[src/rtl/tod_pkg.sv]
package tod_pkg;
  typedef enum logic [1:0] {
    TOD_SET     = 2'd0,
    TOD_UNSET   = 2'd1,
    TOD_FAULT   = 2'd2,
    TOD_OFFLINE = 2'd3
  } tod_state_e;

  typedef enum logic [1:0] {
    RD_IDLE  = 2'd0,
    RD_DRAIN = 2'd1,
    RD_HOLD  = 2'd2
  } rd_state_e;
endpackage

[src/rtl/tod_counter.sv]
module tod_counter
  import tod_pkg::*;
#(
  parameter int W        = 64,
  parameter int TICK_POS = 12
) (
  input  logic         clk,
  input  logic         rst_n,
  input  logic         us_tick,
  input  logic         set_valid,
  input  logic [W-1:0] set_value,
  input  logic         state_cmd_valid,
  input  logic [1:0]   state_cmd,
  output logic [W-1:0] count_q,
  output tod_state_e   state_q
);
  localparam logic [W-1:0] STEP = W'(1) << TICK_POS;

  logic running;
  assign running = (state_q == TOD_SET) || (state_q == TOD_UNSET);

  always_ff @(posedge clk or negedge rst_n) begin
    if (!rst_n) begin
      count_q <= '0;
      state_q <= TOD_UNSET;
    end else if (set_valid) begin
      count_q <= set_value;
      state_q <= TOD_SET;
    end else begin
      if (state_cmd_valid) state_q <= tod_state_e'(state_cmd);
      if (us_tick && running) count_q <= count_q + STEP;
    end
  end
endmodule

[src/rtl/tod_read_mask.sv]
module tod_read_mask
  import tod_pkg::*;
#(
  parameter int W         = 64,
  parameter int IMPL_BITS = 56
) (
  input  logic [W-1:0] count,
  input  tod_state_e   state,
  output logic [W-1:0] value,
  output logic [1:0]   cc
);
  localparam int LOW_ZERO = W - IMPL_BITS;

  logic [W-1:0] keep;
  for (genvar i = 0; i < W; i++) begin : g_keep
    assign keep[i] = (i >= LOW_ZERO);
  end

  logic usable;
  assign usable = (state == TOD_SET) || (state == TOD_UNSET);
  assign value  = usable ? (count & keep) : '0;
  assign cc     = state;
endmodule

[src/rtl/tod_store_fsm.sv]
module tod_store_fsm
  import tod_pkg::*;
#(
  parameter int W = 64
) (
  input  logic         clk,
  input  logic         rst_n,
  input  logic         req_valid,
  output logic         req_ready,
  input  logic         drain_done,
  input  logic [W-1:0] sample_value,
  input  logic [1:0]   sample_cc,
  output logic         resp_valid,
  input  logic         resp_ready,
  output logic [W-1:0] resp_value,
  output logic [1:0]   resp_cc
);
  rd_state_e st_q;

  always_ff @(posedge clk or negedge rst_n) begin
    if (!rst_n) begin
      st_q       <= RD_IDLE;
      resp_value <= '0;
      resp_cc    <= 2'd0;
    end else begin
      case (st_q)
        RD_IDLE:  if (req_valid) st_q <= RD_DRAIN;
        RD_DRAIN: if (drain_done) begin
          resp_value <= sample_value;
          resp_cc    <= sample_cc;
          st_q       <= RD_HOLD;
        end
        RD_HOLD:  if (resp_ready) st_q <= RD_IDLE;
        default:  st_q <= RD_IDLE;
      endcase
    end
  end

  assign req_ready  = (st_q == RD_IDLE);
  assign resp_valid = (st_q == RD_HOLD);
endmodule

[src/rtl/tod_clock_store.sv]
module tod_clock_store
  import tod_pkg::*;
#(
  parameter int W         = 64,
  parameter int IMPL_BITS = 56,
  parameter int TICK_POS  = 12
) (
  input  logic         clk,
  input  logic         rst_n,
  input  logic         us_tick,
  input  logic         set_valid,
  input  logic [W-1:0] set_value,
  input  logic         state_cmd_valid,
  input  logic [1:0]   state_cmd,
  input  logic         store_req_valid,
  output logic         store_req_ready,
  input  logic         drain_done,
  output logic         store_valid,
  input  logic         store_ready,
  output logic [W-1:0] store_value,
  output logic [1:0]   store_cc
);
  logic [W-1:0] count_q;
  tod_state_e   state_q;
  logic [W-1:0] masked_value;
  logic [1:0]   masked_cc;

  tod_counter #(.W(W), .TICK_POS(TICK_POS)) u_counter (
    .clk(clk), .rst_n(rst_n), .us_tick(us_tick),
    .set_valid(set_valid), .set_value(set_value),
    .state_cmd_valid(state_cmd_valid), .state_cmd(state_cmd),
    .count_q(count_q), .state_q(state_q)
  );

  tod_read_mask #(.W(W), .IMPL_BITS(IMPL_BITS)) u_mask (
    .count(count_q), .state(state_q), .value(masked_value), .cc(masked_cc)
  );

  tod_store_fsm #(.W(W)) u_store (
    .clk(clk), .rst_n(rst_n),
    .req_valid(store_req_valid), .req_ready(store_req_ready),
    .drain_done(drain_done),
    .sample_value(masked_value), .sample_cc(masked_cc),
    .resp_valid(store_valid), .resp_ready(store_ready),
    .resp_value(store_value), .resp_cc(store_cc)
  );
endmodule

[config.mk]
export PLATFORM = sky130hd
export DESIGN_NAME = tod_clock_store
export DESIGN_NICKNAME = d
export VERILOG_FILES = /design/src/rtl/tod_pkg.sv /design/src/rtl/tod_counter.sv /design/src/rtl/tod_read_mask.sv /design/src/rtl/tod_store_fsm.sv /design/src/rtl/tod_clock_store.sv
export SDC_FILE = /design/constraint.sdc
export NUM_CORES = 1
export LEC_CHECK = 0
export BUFFER_PORTS_ARGS = -buffer_cell sky130_fd_sc_hd__buf_2
export CORE_ASPECT_RATIO = 1.5
export CORE_MARGIN = 1.5
export CORE_UTILIZATION = 47
export DETAILED_ROUTE_END_ITERATION = 7
export PLACE_DENSITY = 0.71
export SLEW_MARGIN = 10
export SYNTH_ARGS = -nofsm -noshare
export SYNTH_HDL_FRONTEND = slang
export SYNTH_SLANG_ARGS = --single-unit
[constraint.sdc]
create_clock -name clk -period 2.3 [get_ports clk]
set_input_delay 0.23 -clock clk [delete_from_list [all_inputs] [get_ports clk]]
set_output_delay 0.23 -clock clk [all_outputs]
set_load 0.01 [all_outputs]
==> qor_table.md <==
| Parameter | Reported | Unit |
|---|---|---|
| Buffers from clock root to sink, at most | 2 | - |
| CTS Buf Count | 17 | - |
| EDFF count, synth | 0 | - |
| Routed wire per std cell | 15.7 | um |
| Post-route DRC | 0 | - |
| Total power draw | 0.00706 | W |
| # H-tree levels | 4 | - |
| Number of antenna violations at the first check in global routing | 0 | - |
| Worst setup path endpoint | u_counter.count_q[62]$_DFFE_PN0P_ | - |
| Ranking of synthesized cells by area | sky130_fd_sc_hd__dfrtp_1 (50%), sky130_fd_sc_hd__o21ai_0 (7.9%), sky130_fd_sc_hd__nand2_1 (7.8%), sky130_fd_sc_hd__xnor2_1 (6.3%), sky130_fd_sc_hd__nand2b_1 (5.8%) | - |
| Power per cell area | 977 | nW/um^2 |
| Layout cell share with drive strength beyond 1 | 25.0 | % |
| Dominant cell type by area after synthesis | sky130_fd_sc_hd__dfrtp_1 | - |
| Startpoint kind of the worst setup timing path | flop | - |
| Router iterations before antenna repair | 4 | - |
| P&R area growth vs syn | 23.8 | % |
| Die Width | 94.0 | um |
| Dominant synthesized flop cell | sky130_fd_sc_hd__dfrtp_1 | - |
| Final instance area | 7220 | um^2 |
| Core Area | 12100 | um^2 |
| Buffer cell driving the clock tree root | sky130_fd_sc_hd__clkbuf_16 | - |
| Vias in the first global route | 5033 | - |
| Clock-pin slew of the registers on the worst-case setup and hold paths | 0.05 | ns |
| Layout Nets | 837 | - |
| Worst supply voltage drop on vdd | 0.511 | mV |
| Port-buffer cells | 125 | - |
| GRT Util Overall | 23.3 | % |
| Data arrival at the endpoint of the critical path | 2.51 | ns |
| Setup TNS | 0 | ns |
| Antenna diode instance count | 0 | - |
| Syn Std Cell Area | 5830 | um^2 |
| Reg2reg path depth | 6 | - |
| Die height | 139 | um |
| Hold violation total from the final report | 0 | - |
| Startpoint of the worst register-to-register path | u_counter.count_q[20]$_DFFE_PN0P_ | - |
| Cell total after placement | 895 | - |
| Max FO, Critical Path | 7 | - |
| Distinct cell type count of the synthesized netlist | 43 | - |
| Yosys warning total | 0 | - |
| Flip-flop and latch count after synthesis | 118 | - |
| Number of standard cells in the final layout excluding fillers | 926 | - |
| Pleak | 3.31 | nW |
| Die Outline Area | 13100 | um^2 |
| Most common cell in the netlist | sky130_fd_sc_hd__nand2_1 | - |
| Max-cap viol count | 0 | - |
| Post-synthesis area per instance | 9.25 | um^2 |
| First-pass GRT wire length | 23800 | um |
| Share of the synthesized area in the top cell type | 50.2 | % |
| Share of synthesized registers carrying an async set or reset | 100 | % |
| List of most frequent post-synthesis cells | sky130_fd_sc_hd__nand2_1 (122), sky130_fd_sc_hd__dfrtp_1 (117), sky130_fd_sc_hd__o21ai_0 (92), sky130_fd_sc_hd__nand2b_1 (54), sky130_fd_sc_hd__xnor2_1 (42) | - |
| Remaining global-route overflow | 0 | - |
| Max Clock Skew | 0.00734 | ns |
| Final setup margin | 0.0771 | ns |
| Total count of max-transition violations in the final report | 0 | - |
| Period Utilization, post-route | 96.6 | % |
| Worst relative slew slack | 55.2 | % |
| Hold Crit Class | input pin to flop | - |
| RSZ-0062 raised after global routing | no | - |
| I/O pin cnt | 142 | - |
| Required time worst endpoint | 2.59 | ns |
| Instance area at placement | 6690 | um^2 |
| Number of nets with antenna violations after detailed routing | 0 | - |
| RR Endpoint | u_counter.count_q[62]$_DFFE_PN0P_ | - |
| Sort of element at the end of the critical path | flop | - |
| Sequential fraction of the synthesis area | 50.6 | % |
| Routed wire length | 14600 | um |
| Clock insertion delay at the later pin of the skew report | 0.41 | ns |
| Effective utilization at floorplan | 48.3 | % |
| Routed vias | 4940 | - |
| Clock tree from TritonCTS | built | - |
| Number of endpoints failing setup at the final stage | 0 | - |
| Worst Max-Slew Pin Slew | 0.667 | ns |
| Starting DRT DRC Count | 256 | - |
| Post-Synthesis Cells | 631 | - |
| Fmax | 450 | MHz |
| Final weighted congestion in routability-driven placement | 0.892 | - |
| Pin count of the biggest net entering global routing | 116 | - |
| Hpwl dp | 10100 | um |
| Worst Setup Slack post-DPL | 0.0734 | ns |
| Placement row count | 49 | - |
| Run status | completed | - |
| Start point of the critical path | u_counter.count_q[20]$_DFFE_PN0P_ | - |
| Number of vias per cell | 5.33 | - |
| Number of clock sinks | 118 | - |
| Final period demand of the worst path | 2.22 | ns |
| Type of the setup path with the least slack | flop to flop | - |
| Setup slack of the worst register-to-register path | 0.08 | ns |
routing by layer:
metal / track usage [%] / wire, um
met1: 26.5 / 5840
met2: 41.3 / 7640
met3: 4.59 / 611
met4: 10.4 / 461
met5: 0 / 0
worst min-delay path by stage:
stage,from,end,slack [ns],cells past startpoint
6_report,store_ready,u_store.st_q[1]$_DFFE_PN0P_,0.02,2
5_1_grt,store_ready,u_store.st_q[1]$_DFFE_PN0P_,0.02,2
4_1_cts,store_ready,u_store.st_q[1]$_DFFE_PN0P_,0.01,2
3_5_place_dp,rst_n,u_store.resp_value[43]$_DFFE_PN0P_,0.13,1
3_3_place_gp,rst_n,u_store.resp_value[43]$_DFFE_PN0P_,0.13,1
2_1_floorplan,rst_n,u_counter.count_q[10]$_DFFE_PN0P_,-0.07,0
layout make-up:
class                   instances  area, um^2
flip-flops and latches        118        2950
clock inverters                 5        25.0
fillers                      1077        4860
well taps                     153         191
inverters                       8        30.0
clock buffers                  25         485
multi-input cells             465        2670
repair buffers                152         871
per-stage QoR:
stage	hold slack [ns]	util [%]
floorplan	-0.0656	-
global placement	0.128	55.4
detailed placement	0.133	55.4
CTS	0.0119	59.7
global route	0.0202	59.8
finish	0.0166	59.8
logic make-up after synthesis:
kind of cell / synth area share [%]
muxes: 2.23
buffers and inverters: 4.35
and+or+nand+nor: 25.7
other: 0.0643
adders and majority gates: 0.214
AOI/OAI and AO/OA: 9.33
DFF: 50.6
xor gates and xnor gates: 7.51
state kept, by name, indices dropped and copies added, names as in the netlist:
signal,cells
u_counter.state_q,2
u_store.resp_cc,2
u_store.st_q,2
u_counter.count_q,56
u_store.resp_value,56
repair_timing:
action                                 CTS  global route
endpoints found under the hold margin   18             0
setup buffers                            0             0
setup endpoints to repair                0             3
hold buffers                             1             0
resized for setup                        0             2
cells in the final DEF (no fill, tap or decap), drive strengths merged, types with 2 or more instances in the layout:
cell type    n
a21oi        2
nand4       17
mux2         8
xor2         8
nand2b      54
buf        151
or4          5
nor4        14
and3         5
xnor2       42
nand3b       2
nor2        17
nand3       20
clkbuf      25
nor3        17
nor4b        2
mux2i        4
o21ai      101
conb         8
inv          7
clkinv       6
o31ai        3
and4         6
nand2      122
dfrtp      117
worst max-delay path, stage by stage (launching register included):
cell and delay (ns):
sky130_fd_sc_hd__dfrtp_1 0.44, sky130_fd_sc_hd__nand4_4 0.13, sky130_fd_sc_hd__buf_4 0.18, sky130_fd_sc_hd__or4_1 0.66, sky130_fd_sc_hd__nor4_2 0.43, sky130_fd_sc_hd__xnor2_1 0.17, sky130_fd_sc_hd__a21oi_1 0.08
where the power goes:
| group | internal, W | total [W] | switching [W] | leakage [nW] |
|---|---|---|---|---|
| Combinational | 0.000733 | 0.00171 | 0.000978 | 1.58 |
| Sequential | 0.00266 | 0.00303 | 0.000373 | 1.47 |
| Clock | 0.00144 | 0.00231 | 0.000876 | 0.257 |
Note: power is estimated with default switching activity, not from simulation.
